===== src/rtl/seclock_pkg.sv =====
package seclock_pkg;

    typedef enum logic [1:0] {
        CMD_NONE   = 2'b00,
        CMD_LOCK   = 2'b01,
        CMD_UNLOCK = 2'b10,
        CMD_NEWKEY = 2'b11
    } cmd_e;

    typedef enum logic [1:0] {
        ST_IDLE,
        ST_WIPE,
        ST_FILL,
        ST_KEYGEN
    } seq_e;

    typedef struct packed {
        logic valid;
        cmd_e op;
    } cmd_t;

    localparam int DEF_KEY_BYTES = 8;
    localparam int DEF_FILL_AW   = 15;
    localparam int DEF_PROG_HOLD = 48;
    localparam int DEF_REJECT    = 20;
    localparam int DEF_ACCEPT    = 60;

    function automatic logic cmd_is(cmd_t c, cmd_e op);
        return c.valid && (c.op == op);
    endfunction

    function automatic int trig_len(int reject_cyc, int accept_cyc);
        return reject_cyc + (accept_cyc - reject_cyc + 1) / 2;
    endfunction

endpackage


===== src/rtl/sl_progmode.sv =====
module sl_progmode #(
    parameter int HOLD_CYC = seclock_pkg::DEF_PROG_HOLD
) (
    input  logic clk,
    input  logic rst,
    input  logic prog_n,
    output logic ldr_mode
);
    localparam int HW = $clog2(HOLD_CYC + 1);

    logic [1:0]    sync_q;
    logic [HW-1:0] cnt_q;
    logic          mode_q;

    // Counting runs while the pin level disagrees with the current mode.
    // Pin low means loader mode is wanted, so pin == mode means disagreement.
    always_ff @(posedge clk) begin
        if (rst) begin
            sync_q <= 2'b11;
            cnt_q  <= '0;
            mode_q <= 1'b0;
        end else begin
            sync_q <= {sync_q[0], prog_n};
            if (sync_q[1] == mode_q) begin
                if (cnt_q == HW'(HOLD_CYC - 1)) begin
                    mode_q <= ~mode_q;
                    cnt_q  <= '0;
                end else begin
                    cnt_q <= cnt_q + 1'b1;
                end
            end else begin
                cnt_q <= '0;
            end
        end
    end

    assign ldr_mode = mode_q;

    a_r2_enter_on_low: assert property (@(posedge clk) disable iff (rst)
        $rose(mode_q) |-> !$past(sync_q[1]));

    a_r2_leave_on_high: assert property (@(posedge clk) disable iff (rst)
        $fell(mode_q) |-> $past(sync_q[1]));

endmodule


===== src/rtl/sl_deglitch.sv =====
module sl_deglitch #(
    parameter int REJECT_CYC = seclock_pkg::DEF_REJECT,
    parameter int ACCEPT_CYC = seclock_pkg::DEF_ACCEPT
) (
    input  logic clk,
    input  logic rst,
    input  logic raw_in,
    output logic fire
);
    localparam int TRIG = seclock_pkg::trig_len(REJECT_CYC, ACCEPT_CYC);
    localparam int CW   = $clog2(TRIG + 1);

    logic [1:0]    sync_q;
    logic [CW-1:0] cnt_q;
    logic          fire_q;

    always_ff @(posedge clk) begin
        if (rst) begin
            sync_q <= 2'b00;
            cnt_q  <= '0;
            fire_q <= 1'b0;
        end else begin
            sync_q <= {sync_q[0], raw_in};
            fire_q <= sync_q[1] && (cnt_q == CW'(TRIG - 1));
            if (!sync_q[1]) begin
                cnt_q <= '0;
            end else if (cnt_q != CW'(TRIG)) begin
                cnt_q <= cnt_q + 1'b1;
            end
        end
    end

    assign fire = fire_q;

    a_r9_single_fire: assert property (@(posedge clk) disable iff (rst)
        fire_q |=> !fire_q);

    a_r9_fire_needs_level: assert property (@(posedge clk) disable iff (rst)
        fire_q |-> $past(sync_q[1]));

endmodule


===== src/rtl/sl_wipe_seq.sv =====
module sl_wipe_seq #(
    parameter int FILL_AW   = seclock_pkg::DEF_FILL_AW,
    parameter int KEY_BYTES = seclock_pkg::DEF_KEY_BYTES
) (
    input  logic                   clk,
    input  logic                   rst,
    input  logic                   start_wipe,
    input  logic                   start_keygen,
    input  logic [7:0]             rng_byte,
    output logic                   busy,
    output logic                   wipe_pulse,
    output logic                   fill_we,
    output logic [FILL_AW-1:0]     fill_addr,
    output logic [KEY_BYTES*8-1:0] key_q
);
    import seclock_pkg::*;

    localparam int KW  = KEY_BYTES * 8;
    localparam int KCW = (KEY_BYTES > 1) ? $clog2(KEY_BYTES) : 1;

    seq_e               st_q;
    logic [FILL_AW-1:0] addr_q;
    logic [KCW-1:0]     kcnt_q;
    logic [KW-1:0]      key_r;

    always_ff @(posedge clk) begin
        if (rst) begin
            st_q   <= ST_IDLE;
            addr_q <= '0;
            kcnt_q <= '0;
            key_r  <= '0;
        end else begin
            unique case (st_q)
                ST_IDLE: begin
                    if (start_wipe) begin
                        st_q  <= ST_WIPE;
                        key_r <= '0;
                    end else if (start_keygen) begin
                        st_q   <= ST_KEYGEN;
                        kcnt_q <= '0;
                    end
                end
                ST_WIPE: begin
                    st_q   <= ST_FILL;
                    addr_q <= '0;
                end
                ST_FILL: begin
                    addr_q <= addr_q + 1'b1;
                    if (addr_q == {FILL_AW{1'b1}}) begin
                        st_q   <= ST_KEYGEN;
                        kcnt_q <= '0;
                    end
                end
                ST_KEYGEN: begin
                    key_r  <= {key_r[KW-9:0], rng_byte};
                    kcnt_q <= kcnt_q + 1'b1;
                    if (kcnt_q == KCW'(KEY_BYTES - 1)) begin
                        st_q <= ST_IDLE;
                    end
                end
                default: st_q <= ST_IDLE;
            endcase
        end
    end

    assign busy       = (st_q != ST_IDLE);
    assign wipe_pulse = (st_q == ST_WIPE);
    assign fill_we    = (st_q == ST_FILL);
    assign fill_addr  = addr_q;
    assign key_q      = key_r;

    a_r6_addr_step: assert property (@(posedge clk) disable iff (rst)
        fill_we && $past(fill_we) |-> fill_addr == FILL_AW'($past(fill_addr) + 1'b1));

    a_r6_fill_from_zero: assert property (@(posedge clk) disable iff (rst)
        $rose(fill_we) |-> fill_addr == '0);

    a_r5_wipe_then_fill: assert property (@(posedge clk) disable iff (rst)
        wipe_pulse |=> fill_we);

    a_r8_key_quiet: assert property (@(posedge clk) disable iff (rst)
        !busy && $past(!busy) |-> $stable(key_q));

endmodule


===== src/rtl/seclock_ctrl.sv =====
module seclock_ctrl #(
    parameter int PROG_HOLD  = seclock_pkg::DEF_PROG_HOLD,
    parameter int REJECT_CYC = seclock_pkg::DEF_REJECT,
    parameter int ACCEPT_CYC = seclock_pkg::DEF_ACCEPT,
    parameter int FILL_AW    = seclock_pkg::DEF_FILL_AW,
    parameter int KEY_BYTES  = seclock_pkg::DEF_KEY_BYTES
) (
    input  logic                   clk,
    input  logic                   rst,
    input  logic                   prog_n,
    input  logic                   sdi,
    input  logic                   cmd_valid,
    input  logic [1:0]             cmd_op,
    input  logic [7:0]             rng_byte,
    input  logic                   mem_req,
    output logic                   mem_grant,
    output logic                   locked,
    output logic                   busy,
    output logic [KEY_BYTES*8-1:0] key,
    output logic                   vec_erase,
    output logic                   fill_we,
    output logic [FILL_AW-1:0]     fill_addr
);
    import seclock_pkg::*;

    logic ldr_mode;
    logic sdi_fire;
    logic lock_q;
    logic start_wipe;
    logic start_keygen;
    logic take_lock;
    cmd_t cmd;

    assign cmd.valid = cmd_valid;
    assign cmd.op    = cmd_e'(cmd_op);

    sl_progmode #(.HOLD_CYC(PROG_HOLD)) u_mode (
        .clk      (clk),
        .rst      (rst),
        .prog_n   (prog_n),
        .ldr_mode (ldr_mode)
    );

    sl_deglitch #(.REJECT_CYC(REJECT_CYC), .ACCEPT_CYC(ACCEPT_CYC)) u_filt (
        .clk    (clk),
        .rst    (rst),
        .raw_in (sdi),
        .fire   (sdi_fire)
    );

    // Tamper and unlock both start the wipe; nothing starts while busy.
    assign start_wipe   = !busy && (sdi_fire || (ldr_mode && cmd_is(cmd, CMD_UNLOCK)));
    assign start_keygen = !busy && ldr_mode && !lock_q && cmd_is(cmd, CMD_NEWKEY);
    assign take_lock    = !busy && ldr_mode && cmd_is(cmd, CMD_LOCK);

    always_ff @(posedge clk) begin
        if (rst) begin
            lock_q <= 1'b0;
        end else if (start_wipe) begin
            lock_q <= 1'b0;
        end else if (take_lock) begin
            lock_q <= 1'b1;
        end
    end

    sl_wipe_seq #(.FILL_AW(FILL_AW), .KEY_BYTES(KEY_BYTES)) u_seq (
        .clk          (clk),
        .rst          (rst),
        .start_wipe   (start_wipe),
        .start_keygen (start_keygen),
        .rng_byte     (rng_byte),
        .busy         (busy),
        .wipe_pulse   (vec_erase),
        .fill_we      (fill_we),
        .fill_addr    (fill_addr),
        .key_q        (key)
    );

    assign locked    = lock_q;
    assign mem_grant = mem_req && ldr_mode && !lock_q && !busy;

    a_r10_busy_unlocked: assert property (@(posedge clk) disable iff (rst)
        busy |-> !locked);

    a_r4_no_grant_locked: assert property (@(posedge clk) disable iff (rst)
        mem_grant |-> !locked);

    a_r11_no_grant_busy: assert property (@(posedge clk) disable iff (rst)
        mem_grant |-> !busy);

    a_r5_erase_clean: assert property (@(posedge clk) disable iff (rst)
        vec_erase |-> (key == '0) && !locked);

endmodule


===== config.mk =====
export PLATFORM = sky130hd
export DESIGN_NAME = seclock_ctrl
export DESIGN_NICKNAME = d
export VERILOG_FILES = /design/src/rtl/seclock_pkg.sv /design/src/rtl/sl_progmode.sv /design/src/rtl/sl_deglitch.sv /design/src/rtl/sl_wipe_seq.sv /design/src/rtl/seclock_ctrl.sv
export SDC_FILE = /design/constraint.sdc
export NUM_CORES = 1
export LEC_CHECK = 0
export ABC_AREA = 0
export BUFFER_PORTS_ARGS = -buffer_cell sky130_fd_sc_hd__buf_2
export CORE_AREA = 8 8 96 98
export DETAILED_ROUTE_END_ITERATION = 6
export DIE_AREA = 0 0 104 106
export PLACE_DENSITY = 0.83
export SETUP_SLACK_MARGIN = 0.1
export SYNTH_ARGS = -nofsm -noshare
export SYNTH_HDL_FRONTEND = slang
export SYNTH_SLANG_ARGS = --single-unit

===== constraint.sdc =====
create_clock -name clk -period 3 [get_ports clk]
set_clock_uncertainty 0.1 [all_clocks]
set_input_delay 0.6 -clock clk [delete_from_list [all_inputs] [get_ports clk]]
set_output_delay 0.6 -clock clk [all_outputs]
set_load 0.1 [all_outputs]

==> impl_metrics.py <==
metrics = {
    "sta": {
        "rsz0062_at_grt": "false",
        "worst_slack_ns": 0.584,
        "tightest_slew_ns": 0.684,
        "fin_tns_setup_ns": 0,
        "max_freq_mhz": 414,
        "setup_violations": 0,
        "slew_violations": 0,
        "finalCritPeriodShare_pct": 80.5,
        "finalHoldViolCount": 0,
        "relSlewSlack_pct": 54.4,
        "finalCriticalPeriod_ns": 2.42,
    },
    "logic_synthesis": {
        "synthCells": 496,
        "yosysWarnings": 0,
        "ys_ff_latch": 103,
        "avgSynthCellArea_um2": 8.76,
        "syn_area_um2": 4350,
        "synth.distinct_cells": 40,
        "yosysSeqAreaShare_pct": 47.5,
        "syn_nets": 523,
    },
    "worst_hold_path": {
        "min_from": "prog_n",
        "worstHoldPathType": "primary input to flip-flop",
    },
    "power": {
        "p_per_area_nw_per_um2": 628,
        "p_leak_nw": 2.01,
        "vdd_ir_drop_max_v": 0.000359,
    },
    "routing": {
        "drc": 0,
        "dr.first_iter.drc_count": 212,
        "ant_nets": 0,
        "routedWlPerCell_um": 15.8,
        "drt-total-wl_um": 10700,
        "via_per_inst": 5.94,
        "first_pass_iters": 4,
        "route.vias.total": 4019,
    },
    "layout": {
        "diodes": 0,
        "fin_nets": 595,
        "area_growth_pct": 17.7,
        "mostFrequentLayoutCells": "dfxtp_1, buf_2, nand2_1, o21ai_0, o2111ai_1",
        "drive_above_1_share_pct": 22.7,
        "fill_cells": 665,
        "fin_util_pct": 65.2,
        "stdcell_area_um2": 5110,
        "final_common_cell": "dfxtp_1",
    },
    "die": {
        "coreArea_um2": 7850,
        "die_w_um": 104,
        "io_pins": 100,
        "rows": 33,
        "die-area_um2": 11000,
        "die_height_um": 106,
        "initial_core_util_pct": 55.4,
    },
    "cts": {
        "worst_skew_pair.late_latency_ns": 0.36,
        "cts_tree": "built",
        "cts_setup_buffers": 0,
        "htree_levels": 3,
        "cts_resized": 0,
        "clkTransAtPathRegs_ns": 0.09,
        "clock_path_buffers": 2,
        "clockRootBuffer": "clkbuf_8",
        "clock-sinks": 103,
        "cts_buffers": 9,
        "ctsHoldBuffers": 0,
    },
    "setup_path": {
        "required_ns": 2.30,
        "path_max_fanout": 5,
        "r2r-start": "u_seq.st_q[0]",
        "critPathLaunchType": "flip-flop",
        "setup.worst_path.class": "flip-flop to primary output",
        "endpoint_kind": "primary output",
        "r2r_setup_slack_ns": 0.76,
        "arrival_ns": 1.72,
        "startpoint": "u_seq.st_q[0]",
    },
    "placed_design": {
        "hpwl_um": 7110,
        "port_buffers": 99,
        "post-place-ws_ns": 0.783,
        "gp_congestion": 0.790,
        "dpl_cell_area_um2": 4880,
    },
    "grt": {
        "grt_pass1_vias": 3857,
        "grt_first_pass_wirelength_um": 18100,
        "grt_max_degree": 67,
        "antenna_found_initial": 0,
        "grt-ovfl-total": 0,
        "gr-usage-all-layers_pct": 19.0,
    },
    "run": {
        "drv_cap": 0,
    },
    "run_status": {
        "status": "complete, no violations",
    },
}
==> critical path, stage by stage (launching register included) <==
cell     delay [ns]
dfxtp_1        0.39
inv_1          0.11
ha_1           0.27
inv_2          0.14
buf_2          0.45
==> synthesized netlist by cell type <==
cell,number,area share [%]
dfxtp_1,103,47
nand2_1,80,6.9
o21ai_0,66,7.6
o2111ai_1,64,13
clkbuf_1,36,3.1
nor2_1,26,2.2
nand3_1,13,1.5
ha_1,11,3.2
inv_1,11,0.95
xnor2_1,10,2.0
xor2_1,10,2.0
nor3_1,8,0.92
buf_2,7,0.81
a21oi_1,6,0.69
mux2i_1,6,1.4
or3_1,4,0.58
buf_1,3,0.26
nand4_1,3,0.43
or2_2,3,0.43
nand2b_1,2,0.29
nor2b_1,2,0.29
o31ai_1,2,0.35
o41ai_1,2,0.40
or4_1,2,0.35
a211o_1,1,0.20
a211oi_1,1,0.17
a21o_1,1,0.17
a221oi_1,1,0.20
a31oi_1,1,0.14
and3_1,1,0.14
and4b_1,1,0.23
inv_2,1,0.086
nand4_2,1,0.29
nand4b_1,1,0.20
nor3b_1,1,0.17
nor4_1,1,0.14
o221ai_1,1,0.20
o22a_1,1,0.20
or2_0,1,0.14
or4_4,1,0.26
==> sequential cells by signal, summed over array words and instances (netlist names) <==
name	flops
u_seq.st_q	2
u_mode.cnt_q	6
u_filt.sync_q	2
u_mode.sync_q	2
u_filt.fire	1
u_seq.kcnt_q	3
u_mode.ldr_mode	1
u_seq.key_q	64
locked	1
u_filt.cnt_q	6
u_seq.fill_addr	15
==> logic make-up after synthesis <==
| group | synth area share [%] |
|---|---|
| simple gates | 15.5 |
| compound gates | 23.2 |
| flops | 47.5 |
| buf+inv | 5.21 |
| xor+xnor | 4.03 |
| fa+ha+maj | 3.17 |
| mux | 1.38 |
==> layout make-up <==
| type | instances | area (µm²) | share of cell area, % |
|---|---|---|---|
| multi-input combinational | 335 | 2070 | 40.5 |
| sequential | 103 | 2060 | 40.3 |
| timing repair buffer | 107 | 568 | 11.1 |
| tap | 105 | 131 | 2.57 |
| clock buffer | 10 | 128 | 2.50 |
| clock inverter | 5 | 106 | 2.08 |
| inverter | 12 | 46.3 | 0.906 |
==> per-layer routing <==
metal  vias to the layer above  part of all wire, %  GRT usage [%]
met5                         -                    0              0
met4                         0                  1.7           7.55
met3                        17                  6.5           5.57
met2                       126                   50           31.7
met1                      1922                   42           22.7
li1                       1954                    -              -
==> report_power, final <==
group          internal [mW]  total, mW  switching, mW
logic                  0.153      0.782          0.630
clock network          0.553       1.02          0.462
registers               1.39       1.41         0.0233
==> path summary, 6_finish.rpt <==
| path | end | cells past startpoint |
|---|---|---|
| setup / recovery | busy | 4 |
| hold / removal | u_mode.sync_q[0] | 2 |
| setup reg to reg | u_seq.fill_addr[13] | 6 |
| hold reg to reg | u_mode.sync_q[1] | 1 |
==> per-stage QoR <==
stage	instances	power (mW)	hold WS (ns)
after floorplan	496	2.08	0.289
after global placement	662	2.20	0.294
after detailed placement	662	2.22	0.311
after CTS	677	3.22	0.312
after global routing	677	3.34	0.330
final	677	3.21	0.326
Power figures use the tool's default switching activity.
